## src/rtl/eep_pkg.sv

```systemverilog
package eep_pkg;
    localparam logic [7:0] OFF_CTRL = 8'h10;
    localparam logic [7:0] OFF_ADDR = 8'h14;
    localparam logic [7:0] OFF_DATA = 8'h18;
    localparam int         BIT_GO    = 4;
    localparam int         BIT_READY = 7;
    localparam logic [7:0] OPC_READ  = 8'h03;
    localparam int         WORD_W    = 32;
    localparam int         SPI_AW    = 24;
    localparam int         FRAME_BITS = 8 + SPI_AW + WORD_W;

    typedef enum logic [0:0] {ENG_IDLE = 1'b0, ENG_SHIFT = 1'b1} eng_state_e;
endpackage

```

## src/rtl/eep_sclk_div.sv

```systemverilog
module eep_sclk_div #(
    parameter int HALF_DIV = 2
) (
    input  logic clk,
    input  logic rst_n,
    input  logic run,
    output logic tick
);
    localparam int CW = (HALF_DIV > 1) ? $clog2(HALF_DIV) : 1;
    localparam logic [CW-1:0] LAST = CW'(HALF_DIV - 1);

    logic [CW-1:0] cnt_d, cnt_q;

    always_comb begin
        tick  = run && (cnt_q == LAST);
        cnt_d = cnt_q;
        if (!run || tick) cnt_d = '0;
        else              cnt_d = cnt_q + 1'b1;
    end

    always_ff @(posedge clk or negedge rst_n) begin
        if (!rst_n) cnt_q <= '0;
        else        cnt_q <= cnt_d;
    end
endmodule

```

## src/rtl/eep_spi_engine.sv

```systemverilog
module eep_spi_engine
    import eep_pkg::*;
#(
    parameter int HALF_DIV = 2
) (
    input  logic              clk,
    input  logic              rst_n,
    input  logic              start,
    input  logic [SPI_AW-1:0] addr,
    output logic              done,
    output logic [WORD_W-1:0] word,
    output logic              sclk,
    output logic              cs_n,
    output logic              mosi,
    input  logic              miso
);
    localparam int BCW = $clog2(FRAME_BITS);
    localparam logic [BCW-1:0] LAST_BIT = BCW'(FRAME_BITS - 1);
    localparam int CMD_BITS = 8 + SPI_AW;

    typedef struct packed {
        eng_state_e          st;
        logic                sclk;
        logic                cs_n;
        logic [BCW-1:0]      bit_cnt;
        logic [CMD_BITS-1:0] tx;
        logic [WORD_W-1:0]   rx;
    } eng_t;

    eng_t st_d, st_q;
    logic tick;

    eep_sclk_div #(.HALF_DIV(HALF_DIV)) u_div (
        .clk  (clk),
        .rst_n(rst_n),
        .run  (st_q.st == ENG_SHIFT),
        .tick (tick)
    );

    always_comb begin
        st_d = st_q;
        done = 1'b0;
        case (st_q.st)
            ENG_IDLE: begin
                if (start) begin
                    st_d.st      = ENG_SHIFT;
                    st_d.cs_n    = 1'b0;
                    st_d.sclk    = 1'b0;
                    st_d.bit_cnt = '0;
                    st_d.tx      = {OPC_READ, addr};
                    st_d.rx      = '0;
                end
            end
            default: begin
                if (tick) begin
                    if (!st_q.sclk) begin
                        st_d.sclk = 1'b1;
                        if (st_q.bit_cnt >= BCW'(CMD_BITS))
                            st_d.rx = {st_q.rx[WORD_W-2:0], miso};
                    end else begin
                        st_d.sclk = 1'b0;
                        if (st_q.bit_cnt == LAST_BIT) begin
                            st_d.st   = ENG_IDLE;
                            st_d.cs_n = 1'b1;
                            done      = 1'b1;
                        end else begin
                            st_d.bit_cnt = st_q.bit_cnt + 1'b1;
                            st_d.tx      = {st_q.tx[CMD_BITS-2:0], 1'b0};
                        end
                    end
                end
            end
        endcase
    end

    generate
        for (genvar b = 0; b < WORD_W / 8; b++) begin : g_swap
            assign word[8*b +: 8] = st_q.rx[WORD_W-8-8*b +: 8];
        end
    endgenerate

    assign sclk = st_q.sclk;
    assign cs_n = st_q.cs_n;
    assign mosi = st_q.cs_n ? 1'b0 : st_q.tx[CMD_BITS-1];

    always_ff @(posedge clk or negedge rst_n) begin
        if (!rst_n) begin
            st_q.st      <= ENG_IDLE;
            st_q.sclk    <= 1'b0;
            st_q.cs_n    <= 1'b1;
            st_q.bit_cnt <= '0;
            st_q.tx      <= '0;
            st_q.rx      <= '0;
        end else begin
            st_q <= st_d;
        end
    end
endmodule

```

## src/rtl/eep_read_ctrl.sv

```systemverilog
module eep_read_ctrl
    import eep_pkg::*;
#(
    parameter int HALF_DIV  = 2,
    parameter int ADDR_BITS = 18
) (
    input  logic        clk,
    input  logic        rst_n,
    input  logic        reg_wr,
    input  logic [7:0]  reg_addr,
    input  logic [31:0] reg_wdata,
    output logic [31:0] reg_rdata,
    output logic        spi_sclk,
    output logic        spi_cs_n,
    output logic        spi_mosi,
    input  logic        spi_miso
);
    typedef struct packed {
        logic              ready;
        logic [31:0]       addr;
        logic [WORD_W-1:0] data;
    } regs_t;

    regs_t regs_d, regs_q;
    logic eng_start, eng_done;
    logic [WORD_W-1:0] eng_word;
    logic [SPI_AW-1:0] eng_addr;
    logic addr_ok;
    logic ready_w;
    logic [WORD_W-1:0] data_w;

    assign addr_ok  = (regs_q.addr >> ADDR_BITS) == 32'd0;
    assign eng_addr = SPI_AW'(regs_q.addr[ADDR_BITS-1:0]);
    assign ready_w  = regs_q.ready;
    assign data_w   = regs_q.data;

    always_comb begin
        regs_d    = regs_q;
        eng_start = 1'b0;
        if (reg_wr && reg_addr == OFF_CTRL && reg_wdata[BIT_GO]
            && regs_q.ready && addr_ok) begin
            eng_start    = 1'b1;
            regs_d.ready = 1'b0;
        end
        if (reg_wr && reg_addr == OFF_ADDR)
            regs_d.addr = reg_wdata;
        if (eng_done) begin
            regs_d.ready = 1'b1;
            regs_d.data  = eng_word;
        end
    end

    always_comb begin
        reg_rdata = '0;
        case (reg_addr)
            OFF_CTRL: reg_rdata[BIT_READY] = regs_q.ready;
            OFF_ADDR: reg_rdata = regs_q.addr;
            OFF_DATA: reg_rdata = regs_q.data;
            default:  reg_rdata = '0;
        endcase
    end

    eep_spi_engine #(.HALF_DIV(HALF_DIV)) u_eng (
        .clk  (clk),
        .rst_n(rst_n),
        .start(eng_start),
        .addr (eng_addr),
        .done (eng_done),
        .word (eng_word),
        .sclk (spi_sclk),
        .cs_n (spi_cs_n),
        .mosi (spi_mosi),
        .miso (spi_miso)
    );

    always_ff @(posedge clk or negedge rst_n) begin
        if (!rst_n) begin
            regs_q.ready <= 1'b1;
            regs_q.addr  <= '0;
            regs_q.data  <= '0;
        end else begin
            regs_q <= regs_d;
        end
    end
endmodule

```

## config.mk

```make
export PLATFORM = sky130hd
export DESIGN_NAME = eep_read_ctrl
export DESIGN_NICKNAME = d
export VERILOG_FILES = /design/src/rtl/eep_pkg.sv /design/src/rtl/eep_sclk_div.sv /design/src/rtl/eep_spi_engine.sv /design/src/rtl/eep_read_ctrl.sv
export SDC_FILE = /design/constraint.sdc
export NUM_CORES = 1
export LEC_CHECK = 0
export ABC_AREA = 0
export BUFFER_PORTS_ARGS = -buffer_cell sky130_fd_sc_hd__buf_4
export CORE_ASPECT_RATIO = 0.6
export CORE_MARGIN = 5
export CORE_UTILIZATION = 50
export CTS_CLUSTER_DIAMETER = 60
export DETAILED_ROUTE_END_ITERATION = 16
export MAX_ROUTING_LAYER = met4
export PLACE_DENSITY = 0.76
export SETUP_SLACK_MARGIN = 0.15
export SYNTH_ARGS = -nofsm -noshare
export SYNTH_HDL_FRONTEND = slang
export SYNTH_SLANG_ARGS = --single-unit
```

## constraint.sdc

```tcl
create_clock -name clk -period 3.25 [get_ports clk]
set_input_delay 0.65 -clock clk [delete_from_list [all_inputs] [get_ports clk]]
set_output_delay 0.65 -clock clk [all_outputs]
set_load 0.02 [all_outputs]
```

---- After elaboration in Yosys (flattened, before gate mapping) ----
Index checks and enable logic that the tools add are counted.
storage, ports and cells
  bits in registers ....................... 139
  input port bits ......................... 44
  output and inout port bits .............. 35
  logic and storage cells ................. 61
operators by class
  $add $sub $neg .......................... 2
  $lt $le $gt $ge ......................... 1
  equality and inequality tests ........... 10
  mux-type cells .......................... 23
  reduce and logical (&&, ||, !) cells .... 15
operators with widths
  operator                                                   count
  two-way mux 73 bit                                         3
  two-way mux 32 bit                                         2
  one-hot mux 24 bit (2 select lines)                        1
  two-way mux 39 bit                                         1
  two-way mux 38 bit                                         1
  zero test 32 bit                                           1
  equality test 8 x 5 -> 1 bit (second input constant)       3
  one-hot mux 7 bit (2 select lines)                         1
  two-way mux 1 bit                                          13
  != test 2 bit (second input constant)                      6
  AND reduction 4 bit                                        3
  adder 6 x 1 -> 6 bit (second input constant)               1
  equality test 6 bit (second input constant)                1
  greater-or-equal comparator 6 bit (second input constant)  1
  logical AND 1 bit                                          6
  nonzero test 2 bit                                         2
  one-hot mux 1 bit (3 select lines)                         1
  AND reduction 2 bit                                        1
  adder 1 bit (second input constant)                        1
  zero test 1 bit                                            1
  logical OR 1 bit                                           1

---- Depth between registers and ports, before layout ----
Gate-level depths: netlist of run 1.
  word-level depth ........................ 8
  mapped depth ............................ 7
  gate-level depth less buffers ........... 5

---- Cells and area by module ----
From an unflattened synthesis of run 1, not the netlist that was laid out.
unflattened totals
  cells, all modules ...................... 572
  area total of the unflattened synthesis .. 6628.9 um^2
modules (own cells, without submodules)
  module          instances  cells an instance  area an instance (um^2)  seq. area each (um^2)
  eep_spi_engine  1          368                3554.7                   1828.0
  eep_read_ctrl   1          201                3032.9                   1627.8
  eep_sclk_div    1          3                  41.3                     25.0

---- Least setup slack after synthesis of run 1 ----
Ideal clock, no wire load.
  path type ............................... input to output
  start ................................... in reg_addr[1]
  end ..................................... out reg_rdata[0]
  data arrival time ....................... 2264 ps
  required time ........................... 2600 ps
  setup slack ............................. 336 ps
  stages .................................. 5
  buffers on the path ..................... 1
  cells stage by stage .................... or4b_4 or2_2 nor3b_1 buf_2 a22o_1
between the ends
  cells in the longest elaborated chain, start to end .. 2
  elaborated cells on any way between the ends .. 3
  classes of those cells .................. 2 x eq/ne; 1 x mux
RTL lines
  item                                    RTL line             source
  start, declared                         eep_read_ctrl.sv:10  input logic [7:0] reg_addr,
  equality test 8 x 5 -> 1 bit            eep_read_ctrl.sv:55  case (reg_addr)
  one-hot mux 7 bit (2 select lines) (*)  eep_read_ctrl.sv:55
  end, declared                           eep_read_ctrl.sv:12  output logic [31:0] reg_rdata,
Mark *: on every way between the ends. The rest lies on a longest branch, timed or not.

---- Worst setup path in the final report of run 1 ----
  start ................................... in reg_addr[5]
  end ..................................... out reg_rdata[24]
between the ends
  cells in the longest elaborated chain, start to end .. 2
  elaborated cells on any way between the ends .. 3
  classes of those cells .................. 2 x eq/ne; 1 x mux
RTL lines
  item                                     RTL line
  equality test 8 x 5 -> 1 bit             eep_read_ctrl.sv:55
  one-hot mux 24 bit (2 select lines) (*)  eep_read_ctrl.sv:55
Marks and branches as above.

==> qor.csv, run 1 <==
stage;metric;value;unit
sta;timing.final.crit_period;3.06;ns
logic_synthesis;netlist_instances;527;
global_route;global_route.overflow_total;0;
sta;finalMaxSlewViolations;0;
global_route;first_pass_grt_wire_length;24.6;mm
logic_synthesis;ys_seq_area_frac;0.576;
sta;report.final.hold_viol_count;0;
drt;avgRoutedWirePerCell;19.1;um
logic_synthesis;synth_fp_nets;573;
logic_synthesis;synthesis.yosys.warnings;0;
place;finalWeightedCongestion;0.850;
setup_path;timing.critical_path.required;2.60;ns
setup_path;minimum_setup_slack_among_reg_to_reg_paths;0.73;ns
status;status;complete, no violations;
setup_path;r2r_start;ready_w;
clock_tree;cts_max_level;4;
setup_path;most_common_cell_on_crit_path;sky130_fd_sc_hd__buf_4;
sta;timing.setup.tns;0;ns
global_route;grt_start_max_net_pins;79;
drt;routed_wirelength;15.0;mm
power;ir_worst_vdd;0.382;mV
drt;route.detailed.vias_per_inst;5.82;
floorplanning;design.core.area;11900;um2
cells_and_area;area_growth_syn_to_layout;25.1;%
setup_path;cp_slowest_cell;sky130_fd_sc_hd__or4b_4;
job;timing.max_cap.violations;0;
cells_and_area;multi_input_area;2400;um2
clock_tree;clock_sinks;139;
floorplanning;num_rows;31;
power;p_leak;0.00347;uW
setup_path;crit-reg2reg-capture;u_eng.st_q[37];
cells_and_area;final_core_util;0.633;
logic_synthesis;syn-mean-instance-area;11.5;um2
drt;top_layer;met4;
clock_tree;ctsRootBufferMaster;sky130_fd_sc_hd__clkbuf_16;
logic_synthesis;synth_flop_cell;sky130_fd_sc_hd__dfrtp_1;
power;pwr_density_cell;547;nW/um2
sta;post-route-period-util;0.940;
clock_tree;cts_tree;done;
logic_synthesis;post_synth_num_cell_types;41;
drt;routed_wl_met2;6.46;mm
floorplanning;die_height;95.2;um
logic_synthesis;async_reset_ff_frac;1.00;
setup_path;ff2ff_path_depth;4;
global_route;antenna_found_initial;0;
clock_tree;clk_path_buf_depth;2;
sta;tightest_slew;0.721;ns
drt;dr_wl_met3;1.11;mm
cells_and_area;num_antenna_cells;0;
cells_and_area;num-fill-cells;914;
cells_and_area;final_layout_size_suffix_gt1_frac;0.329;
cells_and_area;final_common_cell;sky130_fd_sc_hd__dfrtp_1;
place;io_buffer_count;78;
sta;final.setup_skew;0.00918;ns
logic_synthesis;netlist_area;6040;um2
sta;max_clock_freq;327;MHz
logic_synthesis;yosys.area.top_type;sky130_fd_sc_hd__dfrtp_1;
floorplanning;ioPinCount;79;
sta;grt_setup_unrepaired;false;
drt;vias;4574;
drt;drt_pre_antenna_iters;5;
global_route;first_global_vias;4694;
drt;met1Wirelength;7.26;mm
clock_tree;clk_latency;0.41;ns
logic_synthesis;netlist_top_cells_area;sky130_fd_sc_hd__dfrtp_1, sky130_fd_sc_hd__mux2_2, sky130_fd_sc_hd__nand2_1;
drt;drt_initial_violations;374;
setup_path;worstSetupEndpointType;primary output;
floorplanning;initial_core_util;0.506;
clock_tree;cts_hold_buf;0;
cells_and_area;layout.cells.most_common_list;sky130_fd_sc_hd__dfrtp_1, sky130_fd_sc_hd__nand2_1, sky130_fd_sc_hd__buf_4;
setup_path;cp_slowest_stage_delay;0.54;ns
logic_synthesis;flop_and_latch_count_out_of_synthesis;139;
drt;drc;0;
setup_path;worstSetupPathType;input port to primary output;
global_route;globalRouteTotalUtil;0.220;
logic_synthesis;synth-edff-count;0;
sta;slew_headroom;0.520;
setup_path;critPathArrivalTime;2.41;ns
logic_synthesis;fraction_of_synthesized_cell_area_taken_by_the_top_area_cell_type;0.567;
drt;drt.antenna.violating_nets;0;
min_path;hp-class;input port to async pin;
floorplanning;floorplan.die_area;14500;um2
setup_path;crit_fanout;14;
sta;setup_viol_count_final;0;
cells_and_area;layout.nets;654;
clock_tree;clk_pin_slew_worst_paths;0.06;ns
floorplanning;die_w;152;um
setup_path;crit_path_cell_trace;buf_4 -> or4b_4 -> or2_4 -> nor3b_4 -> buf_12 -> buf_8 -> a22o_1 -> buf_4;
place;hpwlAfterDp;9.84;mm
clock_tree;tritoncts.num_buffers;17;
setup_path;critPathLaunchType;input port;
cells_and_area;layout.area.seq;3480;um2
## final cells by class
class,instances,area share
flip-flops and latches,139,0.460
multi-input cells,342,0.318
repair buffers,98,0.106
clock buffers,25,0.0655
well taps,165,0.0273
clock inverters,7,0.0179
inverters,10,0.00496
## layer usage
layer / up-vias / track usage
met5: - / -
met4: 0 / 0.0636
met3: 17 / 0.0585
met2: 161 / 0.315
met1: 2334 / 0.311
li1: 2062 / -
## registers in the layout, indices dropped and copies added (netlist names)
register	count
u_eng.sclk	1
u_eng.u_div.cnt_q	1
regs_q	14
u_eng.word	32
data_w	32
ready_w	1
eng_addr	18
u_eng.st_q	39
u_eng.cs_n	1
## cells in the mapped netlist, types with 3 or more instances
| library cell | n |
|---|---|
| sky130_fd_sc_hd__dfrtp_1 | 137 |
| sky130_fd_sc_hd__nand2_1 | 107 |
| sky130_fd_sc_hd__mux2_2 | 64 |
| sky130_fd_sc_hd__o21ai_0 | 52 |
| sky130_fd_sc_hd__a22o_1 | 31 |
| sky130_fd_sc_hd__clkbuf_1 | 23 |
| sky130_fd_sc_hd__a221o_1 | 13 |
| sky130_fd_sc_hd__o211a_1 | 13 |
| sky130_fd_sc_hd__o211ai_1 | 11 |
| sky130_fd_sc_hd__inv_1 | 10 |
| sky130_fd_sc_hd__buf_2 | 8 |
| sky130_fd_sc_hd__nand3_1 | 6 |
| sky130_fd_sc_hd__nor3_1 | 5 |
| sky130_fd_sc_hd__a31oi_1 | 4 |
| sky130_fd_sc_hd__buf_1 | 3 |
| sky130_fd_sc_hd__nor2_1 | 3 |
| sky130_fd_sc_hd__nor4_1 | 3 |
| sky130_fd_sc_hd__nor4b_1 | 3 |
| sky130_fd_sc_hd__or4_1 | 3 |
## kinds of logic after synthesis
logic type / count (synthesis) / share of synthesized area
flip-flops: 139 / 0.576
AND/OR/NAND/NOR: 144 / 0.109
buffers and inverters: 46 / 0.0327
AO/OA/AOI/OAI: 131 / 0.158
multiplexers: 65 / 0.121
adder cells (fa/ha/maj): 2 / 0.00414
## critical path, delay by kind of cell
kind | cells | cell delay, ns
and+or+nand+nor | 3 | 1.04
buffers and inverters | 4 | 0.56
AOI/OAI and AO/OA | 1 | 0.16
## power by group
group / internal, uW / switching (uW) / leakage [uW]
logic: 97.4 / 110 / 0.00167
clock network: 1360 / 688 / 0.000311
registers: 1810 / 69.1 / 0.00149
## worst max path at each step
stage               cells past startpoint             to        start  slack [ns]
floorplan                               5   reg_rdata[0]  reg_addr[1]        0.34
global placement                        7  reg_rdata[10]  reg_addr[1]        0.21
detailed placement                      7   reg_rdata[9]  reg_addr[1]        0.14
CTS                                     7  reg_rdata[24]  reg_addr[1]        0.16
global route                            8  reg_rdata[17]  reg_addr[5]        0.13
finish                                  8  reg_rdata[24]  reg_addr[5]        0.19
## metrics by stage
stage,instances,setup slack (ns),hold WS [ns],total power (uW),area (um2)
after floorplan,527,0.336,0.354,1980,6040
after global placement,750,0.213,0.457,2090,6870
after detailed placement,750,0.137,0.466,2110,6870
after CTS,782,0.158,0.296,4150,7500
after global routing,786,0.133,0.325,4290,7560
final,786,0.195,0.260,4140,7560
## timing repair
item,in CTS,in global routing
gates resized for setup,1,9
buffers inserted,0,2
setup endpoints to repair,9,31
cloned,0,2
pin swaps,0,3
(Power assumes the default switching activity.)
==> inputs of run 2 (changes only) <==
--- a/config.mk
+++ b/config.mk
@@ -7,13 +7,13 @@
 export LEC_CHECK = 0
 export ABC_AREA = 0
 export BUFFER_PORTS_ARGS = -buffer_cell sky130_fd_sc_hd__buf_4
-export CORE_ASPECT_RATIO = 0.6
 export CORE_MARGIN = 5
 export CORE_UTILIZATION = 50
 export CTS_CLUSTER_DIAMETER = 60
 export DETAILED_ROUTE_END_ITERATION = 16
 export MAX_ROUTING_LAYER = met4
 export PLACE_DENSITY = 0.76
+export RECOVER_POWER = 25
 export SETUP_SLACK_MARGIN = 0.15
 export SYNTH_ARGS = -nofsm -noshare
 export SYNTH_HDL_FRONTEND = slang
==> run 2 against run 1 <==
Against the previous run: the flow now finishes with violations (capacitance limit, slew limit); sequential share of layout area grew 0.44 points; worst setup slack better by 0.020 ns; sequential cell count did not move; global-route usage fell by 0.28 points; critical path depth is the same; wire length down 1.3%; clock power is 7% lower; register-to-register slack hardly changed; clock skew is 0.0024 ns lower; total power shrank 3.5%; die area down 0.50%; critical endpoint unchanged.
==> qor.csv, run 2 (synthesis results as in run 1) <==
stage;metric;value;unit
floorplanning;ioPinCount;79;
power;p_leak;0.00342;uW
global_route;grt_start_max_net_pins;95;
drt;drc;0;
min_path;hp-class;input port to flop;
cells_and_area;num-fill-cells;909;
sta;tightest_slew;2.54;ns
clock_tree;ctsRootBufferMaster;sky130_fd_sc_hd__clkbuf_16;
status;failed_checks;capacitance limit, slew limit;
global_route;global_route.overflow_total;0;
drt;avgRoutedWirePerCell;19.3;um
power;cell_internal_power;3070;uW
setup_path;most_common_cell_on_crit_path;sky130_fd_sc_hd__buf_4;
floorplanning;design.core.area;11900;um2
cells_and_area;top_register;u_eng.st_q;
place;finalWeightedCongestion;0.966;
sta;finalMaxSlewViolations;46;
clock_tree;clk_latency;0.42;ns
cells_and_area;layout.cells.most_common_list;sky130_fd_sc_hd__dfrtp_1, sky130_fd_sc_hd__nand2_1, sky130_fd_sc_hd__buf_4;
power;p_sw_frac;0.230;
power;ir_worst_vdd;0.348;mV
power;clkPwrFrac;0.479;
sta;final.setup_skew;0.00675;ns
setup_path;critPathLaunchType;input port;
cells_and_area;layout.nets;650;
sta;setup_viol_count_final;0;
power;combinational_share_of_power;0.051;
power;power.switching;917;uW
sta;post-route-period-util;0.934;
sta;slew_headroom;-0.694;
floorplanning;floorplan.die_area;14400;um2
place;io_buffer_count;78;
clock_tree;clk_path_buf_depth;2;
sta;grt_setup_unrepaired;false;
cells_and_area;final_common_cell;sky130_fd_sc_hd__dfrtp_1;
global_route;antenna_found_initial;1;
cells_and_area;layout.area.seq;3480;um2
global_route;globalRouteTotalUtil;0.217;
clock_tree;clk_pin_slew_worst_paths;0.06;ns
setup_path;cp_slowest_stage_delay;0.53;ns
drt;drt.antenna.violating_nets;0;
setup_path;minimum_setup_slack_among_reg_to_reg_paths;0.74;ns
drt;route.detailed.vias_per_inst;5.97;
cells_and_area;multi_input_area;2400;um2
clock_tree;tritoncts.num_buffers;17;
clock_tree;cts_hold_buf;0;
cells_and_area;final_layout_size_suffix_gt1_frac;0.329;
floorplanning;die_w;120;um
setup_path;worstSetupPathType;input port to primary output;
cells_and_area;area_growth_syn_to_layout;23.9;%
clock_tree;clock_sinks;139;
setup_path;cp_slowest_cell;sky130_fd_sc_hd__or4b_4;
setup_path;crit_path_cell_trace;buf_4 -> or4b_4 -> or2_4 -> nor3b_4 -> buf_12 -> clkbuf_16 -> a22o_1 -> buf_4;
setup_path;critPathArrivalTime;2.38;ns
sta;max_clock_freq;330;MHz
clock_tree;cts_tree;done;
job;timing.max_cap.violations;1;
setup_path;worstSetupEndpointType;primary output;
drt;drt_pre_antenna_iters;5;
sta;timing.setup.tns;0;ns
power;pwr_density_cell;533;nW/um2
floorplanning;num_rows;40;
setup_path;timing.critical_path.required;2.60;ns
status;status;finished with violations;
sta;report.final.hold_viol_count;0;
global_route;first_global_vias;4541;
place;hpwlAfterDp;9.67;mm
cells_and_area;largest_register_ffs;39;
power;pwr-share-seq;0.470;
drt;vias;4567;
clock_tree;cts_max_level;4;
floorplanning;die_height;120;um
drt;drt_initial_violations;491;
power;power.total;3990;uW
setup_path;crit_fanout;15;
drt;routed_wirelength;14.8;mm
floorplanning;initial_core_util;0.507;
sta;timing.final.crit_period;3.03;ns
global_route;first_pass_grt_wire_length;24.0;mm
run 2: power by group through the flow:
stage          logic, uW  clock network [uW]  registers (uW)
4_1_cts              207                1940            1870
3_5_place_dp         205                   0            1900
6_report             205                1910            1870
3_3_place_gp         196                   0            1900
2_1_floorplan       96.3                   0            1880
5_1_grt              234                2030            1880
run 2: worst paths after layout:
check	start	depth (start not counted)	to
worst max-delay path	reg_addr[5]	8	reg_rdata[24]
worst max register to register	ready_w	4	u_eng.st_q[48]
worst min register to register	u_eng.u_div.cnt_q	1	u_eng.u_div.cnt_q
min in group asynchronous	rst_n	1	u_eng.st_q[56]
max in group asynchronous	rst_n	1	u_eng.st_q[72]
worst min-delay path	spi_miso	3	u_eng.word[24]
run 2: cell type report:
type / count / area share
clock inverters: 13 / 0.0192
multi-input cells: 342 / 0.321
clock buffers: 19 / 0.0605
flip-flops and latches: 139 / 0.465
diodes: 1 / 0.000334
well taps: 147 / 0.0246
inverters: 10 / 0.00501
repair buffers: 94 / 0.105
run 2: what timing repair did:
| item | in CTS | in global routing |
|---|---|---|
| setup endpoints to repair | 4 | 31 |
| pin swaps | 0 | 2 |
| cloned | 0 | 2 |
| resized for setup | 0 | 2 |
| buffers inserted | 0 | 2 |
run 2: routing by layer:
| layer | GRT usage | wire, um |
|---|---|---|
| met4 | 0.0830 | 401 |
| met2 | 0.324 | 7370 |
| met1 | 0.290 | 6420 |
| met5 | - | 0 |
| met3 | 0.0514 | 604 |
run 2: worst max-delay path: cells and delay by family:
kind                   cells  cell delay (ns)
AO/OA/AOI/OAI              1             0.15
buffers and inverters      4             0.57
AND/OR/NAND/NOR            3             1.02
run 2: metrics by stage:
stage                     instances  cell area (um2)  worst slack (ns)   util  hold WS (ns)
after CTS                       760             7410             0.142  0.622         0.165
after floorplan                 527             6040             0.336      -         0.354
final                           765             7490             0.215  0.629         0.440
after detailed placement        728             6810             0.164  0.572         0.454
after global routing            765             7490             0.202  0.629         0.454
after global placement          728             6810             0.155  0.572         0.459
